--- src/rtl/mw_pkg.sv ---
package mw_pkg;

    typedef enum logic [2:0] {
        CMD_READ  = 3'd0,
        CMD_WRITE = 3'd1,
        CMD_ERASE = 3'd2,
        CMD_ERAL  = 3'd3,
        CMD_WRAL  = 3'd4,
        CMD_WREN  = 3'd5,
        CMD_WRDIS = 3'd6
    } mw_cmd_e;

    typedef enum logic [1:0] {
        ST_IDLE  = 2'd0,
        ST_SHIFT = 2'd1,
        ST_GAP   = 2'd2,
        ST_POLL  = 2'd3
    } mw_state_e;

endpackage

--- src/rtl/mw_sk_tick.sv ---
// Divider: one tick every DIV system cycles while run is high.
module mw_sk_tick #(
    parameter int DIV = 4
) (
    input  logic clk,
    input  logic rst_n,
    input  logic run,
    output logic tick
);
    localparam int CW = (DIV > 1) ? $clog2(DIV) : 1;

    logic [CW-1:0] cnt_d, cnt_q;

    assign tick = run && (cnt_q == CW'(DIV - 1));

    always_comb begin
        cnt_d = cnt_q;
        if (!run || tick) cnt_d = '0;
        else              cnt_d = cnt_q + 1'b1;
    end

    always_ff @(posedge clk) begin
        if (!rst_n) cnt_q <= '0;
        else        cnt_q <= cnt_d;
    end
endmodule

--- src/rtl/mw_frame.sv ---
// Builds the left-aligned serial frame and its length for one command.
module mw_frame
    import mw_pkg::*;
#(
    parameter int AW = 8,
    parameter int DW = 16,
    localparam int HDR = 3 + AW,
    localparam int FW  = HDR + DW,
    localparam int LW  = $clog2(FW + 1)
) (
    input  logic [2:0]    cmd,
    input  logic [AW-1:0] addr,
    input  logic [DW-1:0] wdata,
    output logic [FW-1:0] frame,
    output logic [LW-1:0] nbits,
    output logic          is_read,
    output logic          is_prog,
    output logic          legal
);
    logic [1:0]    op;
    logic [AW-1:0] afield;
    logic [DW-1:0] dfield;
    logic          long_f;

    always_comb begin
        legal   = 1'b1;
        is_read = 1'b0;
        is_prog = 1'b0;
        long_f  = 1'b0;
        op      = 2'b00;
        afield  = addr;
        dfield  = '0;
        case (cmd)
            CMD_READ:  begin op = 2'b10; is_read = 1'b1; long_f = 1'b1; end
            CMD_WRITE: begin op = 2'b01; dfield = wdata; long_f = 1'b1; is_prog = 1'b1; end
            CMD_ERASE: begin op = 2'b11; is_prog = 1'b1; end
            CMD_ERAL:  begin afield = {2'b10, {(AW-2){1'b0}}}; is_prog = 1'b1; end
            CMD_WRAL:  begin
                afield = {2'b01, {(AW-2){1'b0}}};
                dfield = wdata; long_f = 1'b1; is_prog = 1'b1;
            end
            CMD_WREN:  afield = {2'b11, {(AW-2){1'b0}}};
            CMD_WRDIS: afield = {2'b00, {(AW-2){1'b0}}};
            default:   legal = 1'b0;
        endcase
        frame = {1'b1, op, afield, dfield};
        nbits = long_f ? LW'(FW) : LW'(HDR);
    end
endmodule

--- src/rtl/mw_eeprom_host.sv ---
module mw_eeprom_host
    import mw_pkg::*;
#(
    parameter bit WORD16  = 1'b1,
    parameter int CLK_DIV = 4,
    parameter int TIMEOUT = 256,
    localparam int AW  = WORD16 ? 8 : 9,
    localparam int DW  = WORD16 ? 16 : 8
) (
    input  logic          clk,
    input  logic          rst_n,
    input  logic          req_valid,
    input  logic [2:0]    req_cmd,
    input  logic [AW-1:0] req_addr,
    input  logic [DW-1:0] req_wdata,
    output logic          req_ready,
    output logic          busy,
    output logic          done,
    output logic [DW-1:0] rd_data,
    output logic          timeout_err,
    output logic          eep_cs,
    output logic          eep_sk,
    output logic          eep_di,
    input  logic          eep_do
);
    localparam int HDR = 3 + AW;
    localparam int FW  = HDR + DW;
    localparam int LW  = $clog2(FW + 1);
    localparam int PW  = $clog2(TIMEOUT + 1);

    typedef struct packed {
        mw_state_e     st;
        logic [FW-1:0] sh;
        logic [LW-1:0] nbits;
        logic [LW-1:0] cnt;
        logic [DW-1:0] rsh;
        logic [DW-1:0] rdat;
        logic [PW-1:0] poll;
        logic          gap;
        logic          rd;
        logic          prog;
        logic          cs;
        logic          sk;
        logic          di;
        logic          done;
        logic          err;
    } regs_t;

    regs_t q, d;

    logic [FW-1:0] f_frame;
    logic [LW-1:0] f_nbits;
    logic          f_read, f_prog, f_legal;
    logic          tick;

    mw_frame #(.AW(AW), .DW(DW)) u_frame (
        .cmd     (req_cmd),
        .addr    (req_addr),
        .wdata   (req_wdata),
        .frame   (f_frame),
        .nbits   (f_nbits),
        .is_read (f_read),
        .is_prog (f_prog),
        .legal   (f_legal)
    );

    mw_sk_tick #(.DIV(CLK_DIV)) u_tick (
        .clk   (clk),
        .rst_n (rst_n),
        .run   (q.st != ST_IDLE),
        .tick  (tick)
    );

    always_comb begin
        d      = q;
        d.done = 1'b0;
        case (q.st)
            ST_IDLE: begin
                if (req_valid && f_legal) begin
                    d.st    = ST_SHIFT;
                    d.sh    = f_frame;
                    d.nbits = f_nbits;
                    d.cnt   = '0;
                    d.rd    = f_read;
                    d.prog  = f_prog;
                    d.cs    = 1'b1;
                    d.sk    = 1'b0;
                    d.di    = f_frame[FW-1];
                    d.err   = 1'b0;
                end
            end
            ST_SHIFT: begin
                if (tick) begin
                    if (!q.sk) begin
                        // rising edge: count bit, capture read data past the header
                        d.sk  = 1'b1;
                        d.cnt = q.cnt + 1'b1;
                        if (q.rd && (q.cnt >= LW'(HDR)))
                            d.rsh = {q.rsh[DW-2:0], eep_do};
                    end else begin
                        // falling edge: advance data or end the frame
                        d.sk = 1'b0;
                        if (q.cnt == q.nbits) begin
                            d.cs = 1'b0;
                            d.di = 1'b0;
                            if (q.prog) begin
                                d.st  = ST_GAP;
                                d.gap = 1'b0;
                            end else begin
                                d.st   = ST_IDLE;
                                d.done = 1'b1;
                                if (q.rd) d.rdat = q.rsh;
                            end
                        end else begin
                            d.sh = q.sh << 1;
                            d.di = q.sh[FW-2];
                        end
                    end
                end
            end
            ST_GAP: begin
                if (tick) begin
                    if (q.gap) begin
                        d.cs   = 1'b1;
                        d.st   = ST_POLL;
                        d.poll = '0;
                    end else begin
                        d.gap = 1'b1;
                    end
                end
            end
            ST_POLL: begin
                if (tick) begin
                    if (eep_do) begin
                        d.cs   = 1'b0;
                        d.st   = ST_IDLE;
                        d.done = 1'b1;
                    end else if (q.poll == PW'(TIMEOUT - 1)) begin
                        d.cs   = 1'b0;
                        d.st   = ST_IDLE;
                        d.done = 1'b1;
                        d.err  = 1'b1;
                    end else begin
                        d.poll = q.poll + 1'b1;
                    end
                end
            end
            default: d.st = ST_IDLE;
        endcase
    end

    always_ff @(posedge clk) begin
        if (!rst_n) q <= '0;
        else        q <= d;
    end

    assign req_ready   = (q.st == ST_IDLE);
    assign busy        = (q.st != ST_IDLE);
    assign done        = q.done;
    assign rd_data     = q.rdat;
    assign timeout_err = q.err;
    assign eep_cs      = q.cs;
    assign eep_sk      = q.sk;
    assign eep_di      = q.di;
endmodule

--- config.mk ---
export PLATFORM = sky130hd
export DESIGN_NAME = mw_eeprom_host
export DESIGN_NICKNAME = d
export VERILOG_FILES = /design/src/rtl/mw_pkg.sv /design/src/rtl/mw_sk_tick.sv /design/src/rtl/mw_frame.sv /design/src/rtl/mw_eeprom_host.sv
export SDC_FILE = /design/constraint.sdc
export NUM_CORES = 1
export LEC_CHECK = 0
export BUFFER_PORTS_ARGS = -buffer_cell sky130_fd_sc_hd__buf_2
export CORE_AREA = 2 2 88 90
export CTS_BUF_LIST = sky130_fd_sc_hd__clkbuf_4
export DETAILED_ROUTE_END_ITERATION = 12
export DIE_AREA = 0 0 90 92
export PLACE_DENSITY = 0.81
export SETUP_SLACK_MARGIN = 0.05
export SYNTH_ARGS = -nofsm -noshare
export SYNTH_HDL_FRONTEND = slang
export SYNTH_SLANG_ARGS = --single-unit
--- constraint.sdc ---
create_clock -name clk -period 2.9 [get_ports clk]
set_clock_uncertainty 0.1 [all_clocks]
set_input_delay 0.58 -clock clk [delete_from_list [all_inputs] [get_ports clk]]
set_output_delay 0.58 -clock clk [all_outputs]
set_load 0.01 [all_outputs]
Yosys cells after proc, flatten, opt, wreduce, memory -nomap -nowiden
Cells that the tools add are included.
- add/subtract/negate cells: 3
- multipliers: 0
- divide/modulo/power cells: 0
- order comparisons: 1
- equality and inequality tests: 26
- shifts and indexed selects: 0
- mux-type cells: 63
- bitwise operators: 3
- reduce and logical (&&, ||, !) cells: 28
- operator list (cell ; count):
    $mux 16 ; 6
    $mux 29 ; 2
    $pmux 26 s2 ; 1
    $mux 39 ; 1
    $mux 37 ; 1
    $mux 9 ; 4
    $pmux 8 s4 ; 1
    $mux 27 ; 1
    $mux 1 ; 22
    $mux 21 ; 1
    $mux 2 ; 10
    $ne 2x2->1 const B ; 9
    $pmux 9 s2 ; 1
    $reduce_and 6->1 ; 3
    $reduce_and 4->1 ; 3
    $mux 10 ; 1
    $pmux 5 s2 ; 1
    $reduce_and 5->1 ; 2
    $reduce_bool 2->1 ; 5
    $add 9x1->9 const B ; 1
    $eq 3x3->1 const B ; 3
    $eq 9x8->1 const B ; 1
    $ne 2x1->1 const B ; 4
    $pmux 2 s4 ; 1
    29 further kinds ; 39
- register bits: 89
- latch bits: 0
- RAM bits: 0
- memory bits (read-only): 0
- input port bits: 31
- logic and storage cells: 140
- memories: 0

Logic depth before layout (Yosys ltp)
- depth after elaboration: 6
- mapped depth: 9

Cells and area by module
A second synthesis with hierarchy kept.
- cells, all modules: 573
- area total of the unflattened synthesis: 4953.5 sq um
- modules (own cells, without submodules) (module ; instances ; cells an instance ; area an instance (sq um) ; seq. area each (sq um)):
    mw_eeprom_host ; 1 ; 514 ; 4423.0 ; 1741.7
    mw_frame ; 1 ; 53 ; 446.7 ; 0.0
    mw_sk_tick ; 1 ; 6 ; 83.8 ; 40.0

Worst setup path after synthesis
Ideal clock, no wire load.
- path kind: register to register
- from: reg q[8] (netlist name)
- to: reg q[15] (netlist name)
- data arrival time: 2.110 ns
- setup slack: 0.555 ns
- stages on the path, launching flop included: 10
- buffers on the path: 1
- clock period less this slack: 2.345 ns
- cells stage by stage: dfxtp_1 ha_1 nand3_1 nor2_1 ha_1 or3b_2 clkbuf_1 a2111oi_0 xnor2_1 nor2_1
- word-level cells in the longest chain between the ends: 5
- elaborated cells on any way between the ends: 8
- RTL lines (what ; line ; source):
    start: declaration ; mw_eeprom_host.sv:49 ; regs_t q, d;
    start signal: assignment ; mw_eeprom_host.sv:153 ; if (!rst_n) q <= '0;
    start signal: assignment ; mw_eeprom_host.sv:154 ; else q <= d;
    $add 9x1->9 ; mw_eeprom_host.sv:144 ; d.poll = q.poll + 1'b1;
    $mux 9 ; mw_eeprom_host.sv:138 ; end else if (q.poll == PW'(TIMEOUT - 1)) begin
    $mux 9 ; mw_eeprom_host.sv:134 ; if (eep_do) begin
    $mux 9 ; mw_eeprom_host.sv:133 ; if (tick) begin
    $pmux 9 s2 ; mw_eeprom_host.sv:77 ; case (q.st)
Parallel ways exist; a longest one is shown, timed or not. The select of a mux whose other input is x is not followed.
A chain may end at the register's enable or synchronous reset.

Worst setup path after layout
- from: reg q[8] (netlist name)
- to: reg q[13] (netlist name)
Same word-level chain as after synthesis.

==> metrics.txt <==
status=finished clean; Data arrival, critical path=2650 ps; post-synthesis simple-gate area fraction=23.3%; Seq/Total Area, Yosys=39.9%; cts hold-fix bufs=0; top_reg_cell synth=dfxtp_1; syn_area_per_cell=8.43 um^2; worst-skew pair later-pin latency=410 ps; Synth Instances=512; Area after DPL=4450 um^2; clock net sink count=86; net switching power figure=834 uW; crit path capture type=register; Slew Limit Fails=0; core box area=7450 um^2; Area growth, synth to finish=7.57%; Die H=92 um; Hold Crit Class=in -> reg; r2r setup slk=450 ps; Clock Power Share=29.8%; syn nets=547; Synth Cell Area=4310 um^2; CP Launch Type=register; Async SR Flop Fraction=0%; CTS tree=built; ANT nets after route=0; die area=8280 um^2; PortBufs=53; DR vias/cell=5.79; NumNets Final=560; Residual DRC=0; switch share=30.2%; H-tree levels=3; WHS=328 ps; maximum fanout along the worst path=8; Post-Synth Adder-Cell Area=1.16%; final setup margin=446 ps; detailed placement HPWL=6030 um; pwr dens=594 nW/um^2; Sum Neg Setup Slack=0 ps; complex-gate fraction of the synthesized area=17.6%; Synth top area share=39.9%; Max Buffers Root-to-Sink=2; most frequent cells in the layout=86 x dfxtp_1, 58 x o21ai_0, 53 x buf_2; vias in the first global route=3,552; Yosys reg bits=86; Tmin final=2450 ps; share of cells above drive strength 1=16.4%; f_max=407 MHz; commonest non-fill, non-tap cell in the layout=dfxtp_1; routed via count=3,661; VDD IR-drop max=379 uV; MaxCap Viol Count=0; Clock Tree Root=clkbuf_4; Period Utilization, post-route=84.6%; wire length per cell=14.0 um; CP required=3090 ps; Initial Util=57.9%; final hold viol count=0; CP Class=reg -> reg; post-synthesis mux area share=7.42%; Overflow after GRT=0; RSZ-0062 raised after global routing=no; main combinational cell family by area after synthesis=simple AND/OR/NAND/NOR gates; die width=90 um; sequential share of power=46.4%; GRT Total Usage=22.5%; Synth area leaders=dfxtp_1 40%, mux2i_1 7.4%, o21ai_0 6.7%, a21oi_1 5.0%, nor4b_1 4.7%; initial antenna violation count=0; Final GP Congestion=0.809; Post-Route WL=8880 um; Slew Limit Headroom=49.6%; Num CTS Buffers=9; Post-CTS Setup Inserts=0; Synth Area in XOR/XNOR=2.23%; Int Power=1.92 mW; Row Count=32; Ant. Diodes=0; largest net degree at the start of global routing=46; Synth warnings=0; clock slew at reported path FFs=130 ps; cts repair resizes=0; Lkg Pwr=1.80 nW; detailed router's first-iteration violation count=160; dpl ws=464 ps; worst slew pin tran=753 ps; Finished Cell Area=4640 um^2; part of the power in combinational logic=23.8%; IO Count=54; first-pass GRT wire length=15,700 um; number of synthesized flops with an enable pin=0; Synth cell types=53; Finish-stage setup viols=0; drt pass-1 iters=5; Yosys top cell by area=dfxtp_1
-- critical path, stage by stage, from the launching register on --
cell and delay, ps:
dfxtp_1 360, ha_1 230, nand3_1 90, nor2_1 40
ha_1 190, or3b_2 540, a2111oi_0 560, xnor2_1 180
nor2_1 50
-- layer usage --
layer / GRT usage, % / part of all wire [%]
met2: 39.2 / 49
met3: 4.11 / 3.1
met4: 8.21 / 1.9
met1: 27.8 / 45
met5: 0 / 0
-- kinds of logic after synthesis --
logic type               after synthesis
AO/OA/AOI/OAI                        130
buffers and inverters                 69
adder cells (fa/ha/maj)                4
multiplexers                          32
XOR/XNOR                              11
flip-flops                            86
AND/OR/NAND/NOR                      180
-- flip-flops by register name, indices dropped and copies added (netlist names), named ones only --
| register | cells |
|---|---|
| u_tick.cnt_q | 2 |
| done | 1 |
| eep_cs | 1 |
| timeout_err | 1 |
| eep_sk | 1 |
| eep_di | 1 |
| q | 62 |
| rd_data | 16 |
-- per-stage QoR --
step / total power [mW] / cells / utilization (%)
2_1_floorplan: 1.85 / 512 / -
4_1_cts: 2.77 / 632 / 62.2
3_3_place_gp: 1.94 / 616 / 59.8
5_1_grt: 2.90 / 632 / 62.3
3_5_place_dp: 1.95 / 616 / 59.8
6_report: 2.76 / 632 / 62.3
-- cell usage after synthesis, types with 2 or more instances --
library cell	count
a211o_1	2
nand3_1	40
nand4_1	2
ha_1	4
a211oi_1	3
xnor2_1	9
a311oi_1	3
buf_12	2
and2_1	27
xor2_1	2
nand2_1	37
o21ai_0	58
inv_1	7
nand3b_1	3
nand2b_1	8
nor3_1	6
a2111oi_0	4
dfxtp_1	86
o211a_1	2
or2_2	2
buf_4	16
mux2i_1	32
nor4b_1	23
buf_2	2
nor2_1	23
a21oi_1	43
clkbuf_1	40
-- cell type report --
type / count / area, um^2
sequential: 86 / 1720
multi-input combinational: 357 / 2240
fill: 676 / 2810
tap: 102 / 128
timing repair buffer: 63 / 340
clock inverter: 7 / 113
inverter: 8 / 30.0
clock buffer: 9 / 67.6
-- final timing paths --
path	startpoint	end	depth (start not counted)
setup / recovery	q[8]	q[13]	8
hold / removal	req_wdata[0]	q[59]	3
setup reg to reg	q[8]	q[13]	8
hold reg to reg	u_tick.cnt_q[0]	u_tick.cnt_q[0]	1
-- power groups by stage --
stage | clock network, mW | logic, mW | registers, mW
global placement | 0 | 0.635 | 1.30
detailed placement | 0 | 0.649 | 1.30
floorplan | 0 | 0.559 | 1.29
CTS | 0.839 | 0.655 | 1.28
finish | 0.823 | 0.656 | 1.28
global route | 0.884 | 0.723 | 1.29
No activity file was read; power rests on OpenSTA's default activity.
